`src/rtl/flyby_dma_pkg.sv`:
```
// Shared constants and types for the fly-by DMA channel.
// Assumes a 32-bit register and memory data path.
package flyby_dma_pkg;

    localparam int REG_W    = 32;
    localparam int PTR_LSB  = 2;
    localparam int ST_BITS  = 3;
    localparam int DONE_BIT = 31;

    // Status bit positions
    localparam int ST_DONE  = 0;
    localparam int ST_HALT  = 1;
    localparam int ST_ABORT = 2;

    // Register word indices
    localparam logic [2:0] RI_CTRL  = 3'd0;
    localparam logic [2:0] RI_STAT  = 3'd1;
    localparam logic [2:0] RI_MASK  = 3'd2;
    localparam logic [2:0] RI_DPTR  = 3'd3;
    localparam logic [2:0] RI_NDPTR = 3'd4;

    typedef enum logic [2:0] {
        S_IDLE,
        S_FETCH,
        S_RD_REQ,
        S_EMIT,
        S_GATHER,
        S_WR_REQ,
        S_WBACK
    } chan_state_t;

endpackage

```
`src/rtl/flyby_dma_regs.sv`:
```
// Register set of one DMA channel: control, status (write-one-to-clear),
// status mask, descriptor pointer and next descriptor pointer.
// Assumes one register access per cycle. Hardware events may arrive in
// the same cycle as a software write. A software write wins on
// control and the pointers, and a set event wins on status.
module flyby_dma_regs
    import flyby_dma_pkg::*;
(
    input  logic             clk,
    input  logic             rst_n,
    input  logic             wr_en,
    input  logic [2:0]       idx,
    input  logic [REG_W-1:0] wdata,
    output logic [REG_W-1:0] rdata,
    input  logic             done_evt,
    input  logic             halt_evt,
    input  logic             abort_evt,
    input  logic             chain_load,
    input  logic             link_load,
    input  logic [REG_W-1:0] link_val,
    output logic             run,
    output logic [REG_W-1:0] dptr,
    output logic [REG_W-1:0] ndptr,
    output logic             irq
);

    localparam int PW = REG_W - PTR_LSB;

    logic [ST_BITS-1:0] stat_q, mask_q, stat_set, stat_clr;
    logic [PW-1:0]      dptr_q, ndptr_q;
    logic               wr_ctrl, wr_stat;

    assign wr_ctrl  = wr_en && (idx == RI_CTRL);
    assign wr_stat  = wr_en && (idx == RI_STAT);
    assign stat_set = {abort_evt, halt_evt, done_evt};
    assign stat_clr = wr_stat ? wdata[ST_BITS-1:0] : '0;

    // Run bit: software sets or clears it; the end of a chain clears it
    always_ff @(posedge clk) begin
        if (!rst_n)       run <= 1'b0;
        else if (wr_ctrl) run <= wdata[0];
        else if (halt_evt) run <= 1'b0;
    end

    // Status: sticky events, cleared by writing ones
    always_ff @(posedge clk) begin
        if (!rst_n) stat_q <= '0;
        else        stat_q <= (stat_q & ~stat_clr) | stat_set;
    end

    // Mask: all sources masked after reset
    always_ff @(posedge clk) begin
        if (!rst_n)                          mask_q <= '1;
        else if (wr_en && idx == RI_MASK)    mask_q <= wdata[ST_BITS-1:0];
    end

    // Descriptor pointer: software load or chain advance
    always_ff @(posedge clk) begin
        if (!rst_n)                       dptr_q <= '0;
        else if (wr_en && idx == RI_DPTR) dptr_q <= wdata[REG_W-1:PTR_LSB];
        else if (chain_load)              dptr_q <= ndptr_q;
    end

    // Next pointer: software load or link word of a fetched descriptor
    always_ff @(posedge clk) begin
        if (!rst_n)                        ndptr_q <= '0;
        else if (wr_en && idx == RI_NDPTR) ndptr_q <= wdata[REG_W-1:PTR_LSB];
        else if (link_load)                ndptr_q <= link_val[REG_W-1:PTR_LSB];
    end

    assign dptr  = {dptr_q,  {PTR_LSB{1'b0}}};
    assign ndptr = {ndptr_q, {PTR_LSB{1'b0}}};
    assign irq   = |(stat_q & ~mask_q);

    // Read mux over the five registers
    always_comb begin
        rdata = '0;
        case (idx)
            RI_CTRL:  rdata[0] = run;
            RI_STAT:  rdata[ST_BITS-1:0] = stat_q;
            RI_MASK:  rdata[ST_BITS-1:0] = mask_q;
            RI_DPTR:  rdata = dptr;
            RI_NDPTR: rdata = ndptr;
            default:  rdata = '0;
        endcase
    end

    assert_w1c_clears_R10: assert property (@(posedge clk) disable iff (!rst_n)
        (wr_stat && wdata[ST_BITS-1:0] == '1 && stat_set == '0) |=> (stat_q == '0));

    assert_halt_stops_run_R8: assert property (@(posedge clk) disable iff (!rst_n)
        (halt_evt && !wr_ctrl) |=> !run);

endmodule

```
`src/rtl/flyby_dma_align.sv`:
```
// Byte realignment buffer for one memory word.
// Read direction: a loaded word is shifted down to its start lane, then
// moved one byte per shift. Write direction: bytes are steered into
// the lane given by the address, and a byte enable is kept per lane.
// Assumes at most one operation per cycle.
module flyby_dma_align #(
    parameter int DATA_W = 32
) (
    input  logic                     clk,
    input  logic                     rst_n,
    input  logic [$clog2(DATA_W/8)-1:0] lane,
    input  logic                     load,
    input  logic [DATA_W-1:0]        load_data,
    input  logic                     shift,
    input  logic                     put,
    input  logic [7:0]               put_byte,
    input  logic                     flush,
    output logic [7:0]               out_byte,
    output logic [DATA_W-1:0]        word_data,
    output logic [DATA_W/8-1:0]      word_be
);

    localparam int BYTES  = DATA_W / 8;
    localparam int LANE_W = $clog2(BYTES);

    logic [DATA_W-1:0] buf_q, ld_aligned, buf_down;
    logic [BYTES-1:0]  be_q;

    assign ld_aligned = load_data >> {lane, 3'b000};
    assign buf_down   = buf_q >> 8;

    for (genvar g = 0; g < BYTES; g++) begin : g_lane
        // One byte lane: load, shift down, or capture a steered byte
        always_ff @(posedge clk) begin
            if (!rst_n)                                   buf_q[g*8 +: 8] <= '0;
            else if (load)                                buf_q[g*8 +: 8] <= ld_aligned[g*8 +: 8];
            else if (shift)                               buf_q[g*8 +: 8] <= buf_down[g*8 +: 8];
            else if (put && lane == LANE_W'(g))           buf_q[g*8 +: 8] <= put_byte;
        end

        // Byte enable of this lane: set on capture, cleared on flush
        always_ff @(posedge clk) begin
            if (!rst_n || flush)                          be_q[g] <= 1'b0;
            else if (put && lane == LANE_W'(g))           be_q[g] <= 1'b1;
        end
    end

    assign out_byte  = buf_q[7:0];
    assign word_data = buf_q;
    assign word_be   = be_q;

    assert_single_op_R4: assert property (@(posedge clk) disable iff (!rst_n)
        $countones({load, shift, put, flush}) <= 1);

endmodule

```
`src/rtl/flyby_dma_chan.sv`:
```
// One fly-by DMA channel. It fetches a four-word descriptor, moves bytes
// between memory and a peripheral byte stream with byte realignment,
// writes a done bit back to the descriptor and follows the link.
// Assumes a memory port that holds a request until a one-cycle ack,
// with read data valid during the ack. Data width is 32 bits.
module flyby_dma_chan
    import flyby_dma_pkg::*;
#(
    parameter int CNT_W     = 18,
    parameter bit EXTERNAL  = 1'b1,
    parameter bit FIXED_P2M = 1'b0
) (
    input  logic             clk,
    input  logic             rst_n,
    input  logic             reg_wr_en,
    input  logic [2:0]       reg_addr,
    input  logic [REG_W-1:0] reg_wdata,
    output logic [REG_W-1:0] reg_rdata,
    output logic             mem_req,
    output logic             mem_we,
    output logic [REG_W-1:0] mem_addr,
    output logic [3:0]       mem_be,
    output logic [REG_W-1:0] mem_wdata,
    input  logic             mem_ack,
    input  logic [REG_W-1:0] mem_rdata,
    output logic             out_valid,
    output logic [7:0]       out_data,
    input  logic             out_ready,
    input  logic             in_valid,
    input  logic [7:0]       in_data,
    output logic             in_ready,
    output logic             dev_sel,
    output logic [REG_W-1:0] dev_tag,
    output logic             irq
);

    localparam int BYTES   = REG_W / 8;
    localparam int LANE_W  = $clog2(BYTES);
    localparam int DS_BIT  = CNT_W;
    localparam int IOC_BIT = CNT_W + 1;

    chan_state_t        state_q, state_d;
    logic [1:0]         widx_q;
    logic [CNT_W-1:0]   cnt_q;
    logic [REG_W-1:0]   addr_q, wr_waddr_q, tag_q;
    logic               ds_q, ioc_q, p2m;
    logic               run;
    logic [REG_W-1:0]   dptr, ndptr;
    logic               done_evt, halt_evt, abort_evt, chain_load, link_load;
    logic               al_load, al_shift, al_put, al_flush;
    logic [LANE_W-1:0]  lane;
    logic               last_lane;
    logic [7:0]         al_byte;
    logic [REG_W-1:0]   al_word;
    logic [BYTES-1:0]   al_be;

    assign lane      = addr_q[LANE_W-1:0];
    assign last_lane = &lane;

    // Direction source: descriptor bit on external channels, parameter otherwise
    if (EXTERNAL) begin : g_ext
        assign p2m     = ds_q;
        assign dev_sel = ds_q;
    end else begin : g_int
        assign p2m     = FIXED_P2M;
        assign dev_sel = 1'b0;
    end

    assign dev_tag  = tag_q;
    assign out_data = al_byte;

    flyby_dma_regs u_regs (
        .clk        (clk),
        .rst_n      (rst_n),
        .wr_en      (reg_wr_en),
        .idx        (reg_addr),
        .wdata      (reg_wdata),
        .rdata      (reg_rdata),
        .done_evt   (done_evt),
        .halt_evt   (halt_evt),
        .abort_evt  (abort_evt),
        .chain_load (chain_load),
        .link_load  (link_load),
        .link_val   (mem_rdata),
        .run        (run),
        .dptr       (dptr),
        .ndptr      (ndptr),
        .irq        (irq)
    );

    flyby_dma_align #(.DATA_W(REG_W)) u_align (
        .clk       (clk),
        .rst_n     (rst_n),
        .lane      (lane),
        .load      (al_load),
        .load_data (mem_rdata),
        .shift     (al_shift),
        .put       (al_put),
        .put_byte  (in_data),
        .flush     (al_flush),
        .out_byte  (al_byte),
        .word_data (al_word),
        .word_be   (al_be)
    );

    // Channel sequencer: drives memory, stream handshakes and events
    always_comb begin
        state_d    = state_q;
        mem_req    = 1'b0;
        mem_we     = 1'b0;
        mem_addr   = '0;
        mem_be     = '0;
        mem_wdata  = '0;
        out_valid  = 1'b0;
        in_ready   = 1'b0;
        done_evt   = 1'b0;
        halt_evt   = 1'b0;
        abort_evt  = 1'b0;
        chain_load = 1'b0;
        link_load  = 1'b0;
        al_load    = 1'b0;
        al_shift   = 1'b0;
        al_put     = 1'b0;
        al_flush   = 1'b0;
        case (state_q)
            S_IDLE: begin
                if (run) state_d = S_FETCH;
            end
            S_FETCH: begin
                mem_req  = 1'b1;
                mem_addr = dptr + {{(REG_W-4){1'b0}}, widx_q, 2'b00};
                if (mem_ack && widx_q == 2'd3) begin
                    link_load = 1'b1;
                    if (cnt_q == '0) state_d = S_WBACK;
                    else if (p2m)    state_d = S_GATHER;
                    else             state_d = S_RD_REQ;
                end
            end
            S_RD_REQ: begin
                mem_req  = 1'b1;
                mem_addr = {addr_q[REG_W-1:LANE_W], {LANE_W{1'b0}}};
                if (mem_ack) begin
                    al_load = 1'b1;
                    state_d = S_EMIT;
                end
            end
            S_EMIT: begin
                out_valid = 1'b1;
                if (out_ready) begin
                    al_shift = 1'b1;
                    if (cnt_q == CNT_W'(1)) state_d = S_WBACK;
                    else if (last_lane) begin
                        if (run) state_d = S_RD_REQ;
                        else begin
                            abort_evt = 1'b1;
                            state_d   = S_IDLE;
                        end
                    end
                end
            end
            S_GATHER: begin
                in_ready = 1'b1;
                if (in_valid) begin
                    al_put = 1'b1;
                    if (last_lane || cnt_q == CNT_W'(1)) state_d = S_WR_REQ;
                end
            end
            S_WR_REQ: begin
                mem_req   = 1'b1;
                mem_we    = 1'b1;
                mem_addr  = wr_waddr_q;
                mem_be    = al_be;
                mem_wdata = al_word;
                if (mem_ack) begin
                    al_flush = 1'b1;
                    if (cnt_q == '0) state_d = S_WBACK;
                    else if (!run) begin
                        abort_evt = 1'b1;
                        state_d   = S_IDLE;
                    end else state_d = S_GATHER;
                end
            end
            S_WBACK: begin
                mem_req   = 1'b1;
                mem_we    = 1'b1;
                mem_addr  = dptr;
                mem_be    = 4'b1000;
                mem_wdata = REG_W'(1) << DONE_BIT;
                if (mem_ack) begin
                    done_evt = ioc_q;
                    if (ndptr != '0) begin
                        chain_load = 1'b1;
                        state_d    = S_FETCH;
                    end else begin
                        halt_evt = 1'b1;
                        state_d  = S_IDLE;
                    end
                end
            end
            default: state_d = S_IDLE;
        endcase
    end

    // State register
    always_ff @(posedge clk) begin
        if (!rst_n) state_q <= S_IDLE;
        else        state_q <= state_d;
    end

    // Descriptor word index, restarted on every entry to fetch
    always_ff @(posedge clk) begin
        if (!rst_n || state_q != S_FETCH) widx_q <= '0;
        else if (mem_ack)                 widx_q <= widx_q + 2'd1;
    end

    // Descriptor fields, byte counter and linear address counter
    always_ff @(posedge clk) begin
        if (!rst_n) begin
            cnt_q      <= '0;
            addr_q     <= '0;
            tag_q      <= '0;
            ds_q       <= 1'b0;
            ioc_q      <= 1'b0;
            wr_waddr_q <= '0;
        end else if (state_q == S_FETCH && mem_ack) begin
            case (widx_q)
                2'd0: begin
                    cnt_q <= mem_rdata[CNT_W-1:0];
                    ds_q  <= mem_rdata[DS_BIT];
                    ioc_q <= mem_rdata[IOC_BIT];
                end
                2'd1:    addr_q <= mem_rdata;
                2'd2:    tag_q  <= mem_rdata;
                default: ;
            endcase
        end else if (al_shift || al_put) begin
            cnt_q  <= cnt_q - CNT_W'(1);
            addr_q <= addr_q + REG_W'(1);
            if (al_put) wr_waddr_q <= {addr_q[REG_W-1:LANE_W], {LANE_W{1'b0}}};
        end
    end

    assert_req_hold_R12: assert property (@(posedge clk) disable iff (!rst_n)
        (mem_req && !mem_ack) |=> (mem_req && $stable(mem_addr) && $stable(mem_we)));

    assert_out_hold_R12: assert property (@(posedge clk) disable iff (!rst_n)
        (out_valid && !out_ready) |=> (out_valid && $stable(out_data)));

    assert_write_has_be_R5: assert property (@(posedge clk) disable iff (!rst_n)
        (mem_req && mem_we) |-> (mem_be != '0));

    assert_word_aligned_R4: assert property (@(posedge clk) disable iff (!rst_n)
        mem_req |-> (mem_addr[LANE_W-1:0] == '0));

    assert_one_direction_R4: assert property (@(posedge clk) disable iff (!rst_n)
        !(out_valid && in_ready));

    assert_abort_quiet_R9: assert property (@(posedge clk) disable iff (!rst_n)
        abort_evt |=> !mem_req);

endmodule

```
`config.mk`:
```
export PLATFORM = sky130hd
export DESIGN_NAME = flyby_dma_chan
export DESIGN_NICKNAME = d
export VERILOG_FILES = /design/src/rtl/flyby_dma_pkg.sv /design/src/rtl/flyby_dma_regs.sv /design/src/rtl/flyby_dma_align.sv /design/src/rtl/flyby_dma_chan.sv
export SDC_FILE = /design/constraint.sdc
export NUM_CORES = 1
export LEC_CHECK = 0
export BUFFER_PORTS_ARGS = -buffer_cell sky130_fd_sc_hd__clkbuf_2
export CAP_MARGIN = 20
export CORE_ASPECT_RATIO = 1.2
export CORE_MARGIN = 8
export CORE_UTILIZATION = 55
export CTS_CLUSTER_SIZE = 10
export DETAILED_ROUTE_END_ITERATION = 16
export PLACE_DENSITY = 0.78
export SETUP_SLACK_MARGIN = 0.02
export SYNTH_ARGS = -nofsm -noshare
export SYNTH_HDL_FRONTEND = slang
export SYNTH_SLANG_ARGS = --single-unit
```
`constraint.sdc`:
```
create_clock -name clk -period 2.7 [get_ports clk]
set_input_delay 0.135 -clock clk [delete_from_list [all_inputs] [get_ports clk]]
set_output_delay 0.135 -clock clk [all_outputs]
set_load 0.05 [all_outputs]
```
## Word-level counts from Yosys, hierarchy flattened

Cells that the tools add are included.

| operators by class | value |
|---|---|
| add/sub/neg operators | 4 |
| eq/ne operators | 29 |
| shift operators | 1 |
| multiplexer cells | 76 |
| bitwise logic cells | 6 |
| reduce and logical (&&, ||, !) cells | 40 |

Operators by type and width:

| operator | count |
|---|---|
| one-hot mux 32 bit (4 select lines) | 1 |
| 2-to-1 mux 30 bit | 4 |
| 2-to-1 mux 32 bit | 3 |
| 2-to-1 mux 8 bit | 12 |
| one-hot mux 32 bit (2 select lines) | 1 |
| one-hot mux 29 bit (2 select lines) | 1 |
| 2-to-1 mux 18 bit | 3 |
| 2-to-1 mux 3 bit | 15 |
| adder 32 x 1 -> 32 bit (second input constant) | 1 |
| adder 32 x 4 -> 32 bit | 1 |
| nonzero test 32 bit | 1 |
| >> shifter 32 x 5 -> 32 bit | 1 |
| 2-to-1 mux 1 bit | 30 |
| one-hot mux 3 bit (7 select lines) | 1 |
| == test 18 x 1 -> 1 bit (second input constant) | 1 |
| zero test 18 bit | 1 |
| subtractor 18 x 1 -> 18 bit (second input constant) | 1 |
| != test 2 bit (second input constant) | 7 |
| == test 3 x 2 -> 1 bit (second input constant) | 4 |
| == test 3 bit (second input constant) | 4 |
| nonzero test 3 bit | 4 |
| logical AND 1 bit | 11 |
| AND reduction 2 bit | 5 |
| AND reduction 9 bit | 1 |
| other kinds (25) | 42 |

| word-level totals | value |
|---|---|
| flip-flop bits (word level) | 222 |
| input bits | 81 |
| output and inout bits | 146 |
| logic and storage cells | 177 |

## Depth between registers and ports, before layout

| depth | value |
|---|---|
| depth after elaboration | 6 |
| depth in mapped cells | 11 |
| mapped depth without buffers | 7 |

## By module

A second synthesis with hierarchy kept.

| unflattened totals | value |
|---|---|
| cell total of the unflattened synthesis | 1698 |
| area total of the unflattened synthesis | 13526.7 µm² |

By module, submodules not included:

| module | times used | cells each | area an instance (µm²) | sequential area each (µm²) |
|---|---|---|---|---|
| flyby_dma_chan | 1 | 1056 | 7561.0 | 2382.3 |
| flyby_dma_regs | 1 | 360 | 3611.0 | 1341.3 |
| flyby_dma_align | 1 | 282 | 2354.8 | 720.7 |

## Worst setup path before layout

Ideal clock, no wire load.

| path | value |
|---|---|
| path kind | reg2out |
| from | register widx_q[1] |
| to | output port mem_addr[27] |
| arrival | 2.590 ns |
| required time | 2.565 ns |
| path slack | -0.025 ns |
| cell stages (with the launch flop) | 7 |
| buffers on the path | 0 |
| cell sequence | dfxtp_1 > ha_1 > a21oi_1 > nor4_2 > nand4_1 > xor2_1 > o21ai_0 |

| on the way | value |
|---|---|
| word-level cells in the longest chain between the ends | 2 |

Ends and longest elaborated chain:

| element | line | source |
|---|---|---|
| start, declared | flyby_dma_chan.sv:43 | `logic [1:0] widx_q;` |
| start signal, assigned | flyby_dma_chan.sv:213 | `else if (mem_ack) widx_q <= widx_q + 2'd1;` |
| adder 32 x 4 -> 32 bit | flyby_dma_chan.sv:131 | `mem_addr = dptr + {{(REG_W-4){1'b0}}, widx_q, 2'b00};` |
| one-hot mux 32 bit (4 select lines) | flyby_dma_chan.sv:125 | `case (state_q)` |
| end, declared | flyby_dma_chan.sv:21 | `output logic [REG_W-1:0] mem_addr,` |

No other way between the ends.

## Worst setup path in the final report

| path | value |
|---|---|
| from | register widx_q[0] |
| to | output port mem_addr[26] |

The elaborated chain is that of the path after synthesis.

==> metrics.md <==
| Metric | Value |
|---|---|
| Status | `complete, but fails checks` |
| Violations in the final reports | `setup timing` |
| Number of failing setup endpoints in the final timing report | `5` |
| Clk pin slew, worst setup/hold paths | `60 ps` |
| Buffer cell driving the clock tree root | `sky130_fd_sc_hd__clkbuf_16` |
| TritonCTS clock tree | `yes` |
| Routed Wire Length | `between 50000 and 60000 um` |
| Port bufs | `about 220` |
| R2R cell count | `7` |
| Clock network fraction of design power | `32.1%` |
| Cells after Synth | `1723` |
| Worst setup EP type | `output port` |
| Clock latency reported for the late side of the worst-skew pair | `between 500 and 600 ps` |
| Distinct cell type count of the synthesized netlist | `between 70 and 80` |
| Cells along the critical path | `ha_4 > fa_2 > nand4_1 > or3_4 > nor3_2 > xnor2_1 > o221ai_2 > buf_12` |
| Initial detailed-routing violation count | `roughly 1500` |
| Max-slew violation count | `0` |
| Final worst-path cycle share | `103%` |
| Global-route total usage across every layer | `32.4%` |
| Worst Slack Setup Final | `-84.4 ps` |
| Worst path arrival time | `2650 ps` |
| DRC violations left | `0` |
| TritonCTS buffer count | `26` |
| Horizontal die dimension | `158 um` |
| Number of nets in the finished design | `2018` |
| Antenna Violating Nets Remaining | `0` |
| Max Clock Skew | `about 14 ps` |
| Placed cell count | `2150` |
| Library cell contributing the largest single delay on the critical path | `sky130_fd_sc_hd__or3_4` |
| Register area share after synthesis | `33.3%` |
| First-pass iteration count of the detailed router | `6` |
| Hold Path Cell Cnt | `3` |
| Number of global-route vias before repair | `13639` |
| Portion of total power attributed to combinational logic | `30.9%` |
| Post-layout instance count excluding filler cells | `about 2200` |
| Power per Cell Area | `just under 600 nW/um^2` |
| Peak clock frequency supported by timing | `roughly 360 MHz` |
| Global routing usage on met1 | `between 40% and 50%` |
| Global-route wire length before repair | `77400 um` |
| Max-cap violations | `0` |
| DIE AREA | `29500 um^2` |
| Leading cell type in the layout, fill and taps excluded | `sky130_fd_sc_hd__nand2_1` |
| Launching point of the worst reg2reg path | `addr_q[0]` |
| Cell internal pwr | `0.00628 W` |
| Initial standard-cell utilization of the core | `55.9%` |
| Area share of the leading cell type in the synthesized netlist | `roughly 33%` |
| Max rail drop VDD | `490 uV` |
| Most used flip-flop cell after synthesis | `sky130_fd_sc_hd__dfxtp_1` |
| Minimum clock period | `between 2000 and 3000 ps` |
| Deepest clock path buffer count | `3` |
| Worst Max-Slew Pin Slew | `~850 ps` |
| Number of inserted diodes | `0` |
| Initial antenna violation count | `0` |
| Placed cell areas | `15100 um^2` |
| Leakage power of the design | `6.83 nW` |
| Critical path class | `reg -> out` |
| Crit path max-delay family | `simple AND/OR/NAND/NOR gates` |
| Cell taking the most area after synthesis | `sky130_fd_sc_hd__dfxtp_1` |
| Hold Vio Cnt, Final | `0` |
| Commonest cells after routing, fill and taps aside | `sky130_fd_sc_hd__nand2_1 (283), sky130_fd_sc_hd__dfxtp_1 (216), sky130_fd_sc_hd__clkbuf_2 (193)` |
| Hold Path End | `dev_tag[29]` |
| Setup TNS | `-227 ps` |
| Mean area per synthesized cell | `7.75 um^2` |
| Fraction of layout instances using a drive strength above 1 | `19.6%` |
| Start point of the worst min-delay path | `mem_rdata[29]` |
| Routed vias | `14810` |
| Layer with the highest usage | `met2` |
| Slowest cell delay on critical path | `510 ps` |
| Main area contributors after synthesis | `sky130_fd_sc_hd__dfxtp_1 (33%), sky130_fd_sc_hd__nand2_1 (8.0%), sky130_fd_sc_hd__mux2i_1 (4.8%)` |
| Pre-CTS setup slack | `145 ps` |
| Number of placed I/O pins | `227` |
| Ys async rst share | `0%` |
| Highest net fanout along the worst path | `5` |
| Average wire per cell in the routed design | `22.4 um` |
| Total global routing overflow | `0` |
| YS warnings | `0` |
| Critical path required time | `2570 ps` |
| Placer Congestion | `slightly above 0.9` |
| Total core area | `23900 um^2` |
| Placed wire-length estimate | `around 35000 um` |
| Area of the mapped netlist | `13400 um^2` |
| Relative area change from synthesis to final layout | `24.0%` |
| Relative contribution of sequential cells to total power | `37.0%` |
| Number of register bits inferred by synthesis | `222` |
| Setup repair after global routing missed its margin | `yes` |
| Via density per instance | `6.60` |
| Std cell rows | `62` |
| Switching pwr | `0.00345 W` |
| Die Ht | `roughly 190 um` |
| Slack of the worst reg-to-reg path | `290 ps` |
| Reg2reg end | `u_align.word_data[19]` |
| Element type at the critical path start | `flop` |
| Worst hold path class | `in -> reg` |
| Clk sink count | `222` |
| Maximum number of pins on one net before global-route repair | `80` |
| Met3 GRT Util | `roughly 5.4%` |
| H-tree level count | `1` |
| Met2 track demand over resource in global routing | `between 50% and 60%` |
| Slew headroom | `43.2%` |
| Net Sw Frac | `35.5%` |
| Buffers and inverters on the worst path | `1` |
| Post-route cell area | `16600 um^2` |
| Count of flip-flops with a built-in enable after synthesis | `0` |
## power groups by stage
| stage | sequential, W | clock [W] | combinational, W |
|---|---|---|---|
| global placement | 0.00366 | 0 | 0.00273 |
| floorplan | 0.00361 | 0 | 0.00204 |
| finish | 0.00360 | 0.00313 | 0.00300 |
| detailed placement | 0.00366 | 0 | 0.00279 |
| global route | 0.00362 | 0.00327 | 0.00325 |
| CTS | 0.00359 | 0.00315 | 0.00290 |
## state kept, by name (all words and copies together) (netlist names)
register           count
u_align.word_be        4
ioc_q                  1
u_regs.ndptr_q        30
widx_q                 2
u_regs.run             1
addr_q                32
cnt_q                 18
u_align.out_byte       8
u_regs.stat_q          3
dev_tag               32
wr_waddr_q            30
dev_sel                1
u_regs.mask_q          3
u_regs.dptr_q         30
state_q                3
u_align.word_data     24
## how the worst max path moves through the flow
| stage | to | cells past startpoint | slack, ps | startpoint |
|---|---|---|---|---|
| after detailed placement | mem_addr[30] | 8 | 140 | widx_q[0] |
| final | mem_addr[26] | 8 | -80 | widx_q[0] |
| after global routing | mem_addr[26] | 8 | -150 | widx_q[0] |
| after floorplan | mem_addr[30] | 7 | 100 | widx_q[0] |
| after CTS | mem_addr[28] | 8 | -50 | widx_q[0] |
| after global placement | mem_addr[30] | 8 | 230 | widx_q[0] |
## worst register-to-register path, delay by kind of cell, from the launching register on
family	cells	cell delay, ps
AO/OA/AOI/OAI	2	380
adder cells (fa/ha/maj)	1	320
buffers and inverters	2	690
flip-flops	1	360
AND/OR/NAND/NOR	2	510
## per-stage QoR
step	hold WS, ps	utilization, %	total power, W
6_report	22.0	69.3	0.00973
5_1_grt	34.1	69.3	0.0101
4_1_cts	4.56	69.1	0.00964
3_5_place_dp	399	63.0	0.00646
3_3_place_gp	391	63.0	0.00639
2_1_floorplan	263	-	0.00565
## area by class of cell
class / instances / area (um^2)
Fill cell: 1959 / 7330
Tap cell: 320 / 400
Inverter: 23 / 86.3
Clock inverter: 1 / 5.00
Timing Repair Buffer: 341 / 2630
Clock buffer: 31 / 701
Multi-Input combinational cell: 1306 / 8280
Sequential cell: 222 / 4460
## synth_stat cells (all sizes together), types with 5 or more instances
cell type	n
a21oi	108
o211a	63
nand3b	5
o22ai	15
clkbuf	122
a221oi	10
a21boi	45
a31oi	30
nor3	20
ha	16
a222oi	8
nand2	285
xnor2	13
nor4	20
and4	7
or4	8
nor2b	17
and2	8
nand4	20
buf	51
nor2	81
inv	22
a22o	35
xor2	15
a32oi	8
o221ai	18
dfxtp	222
nand3	108
o21a	7
nor3b	5
o221a	6
o211ai	8
a22oi	34
o31ai	5
o21ai	107
mux2i	64
a211oi	10
and3	50
## timing repair
action | in CTS | in global routing
endpoints found under the setup margin | 24 | 24
setup buffers | 6 | 0
resized for setup | 28 | 17
cloned | 0 | 0
hold buffers | 56 | 0
pin swaps | 10 | 2
hold endpoints to repair | 88 | 0
## logic make-up after synthesis
group,count (synthesis),share of synthesized area (%)
buffers and inverters,196,6.05
multiplexers,65,4.88
other,1,0.0281
AND/OR/NAND/NOR,653,23.7
XOR/XNOR,28,1.84
adder cells (fa/ha/maj),17,1.65
AO/OA/AOI/OAI,541,28.6
flip-flops,222,33.3
## metal layers
metal | share of wire (%) | vias up
met5 | 0 | -
met4 | 3.8 | 0
met3 | 11 | 134
met2 | 45 | 969
met1 | 40 | 7004
li1 | - | 6703
(Power assumes the default switching activity.)
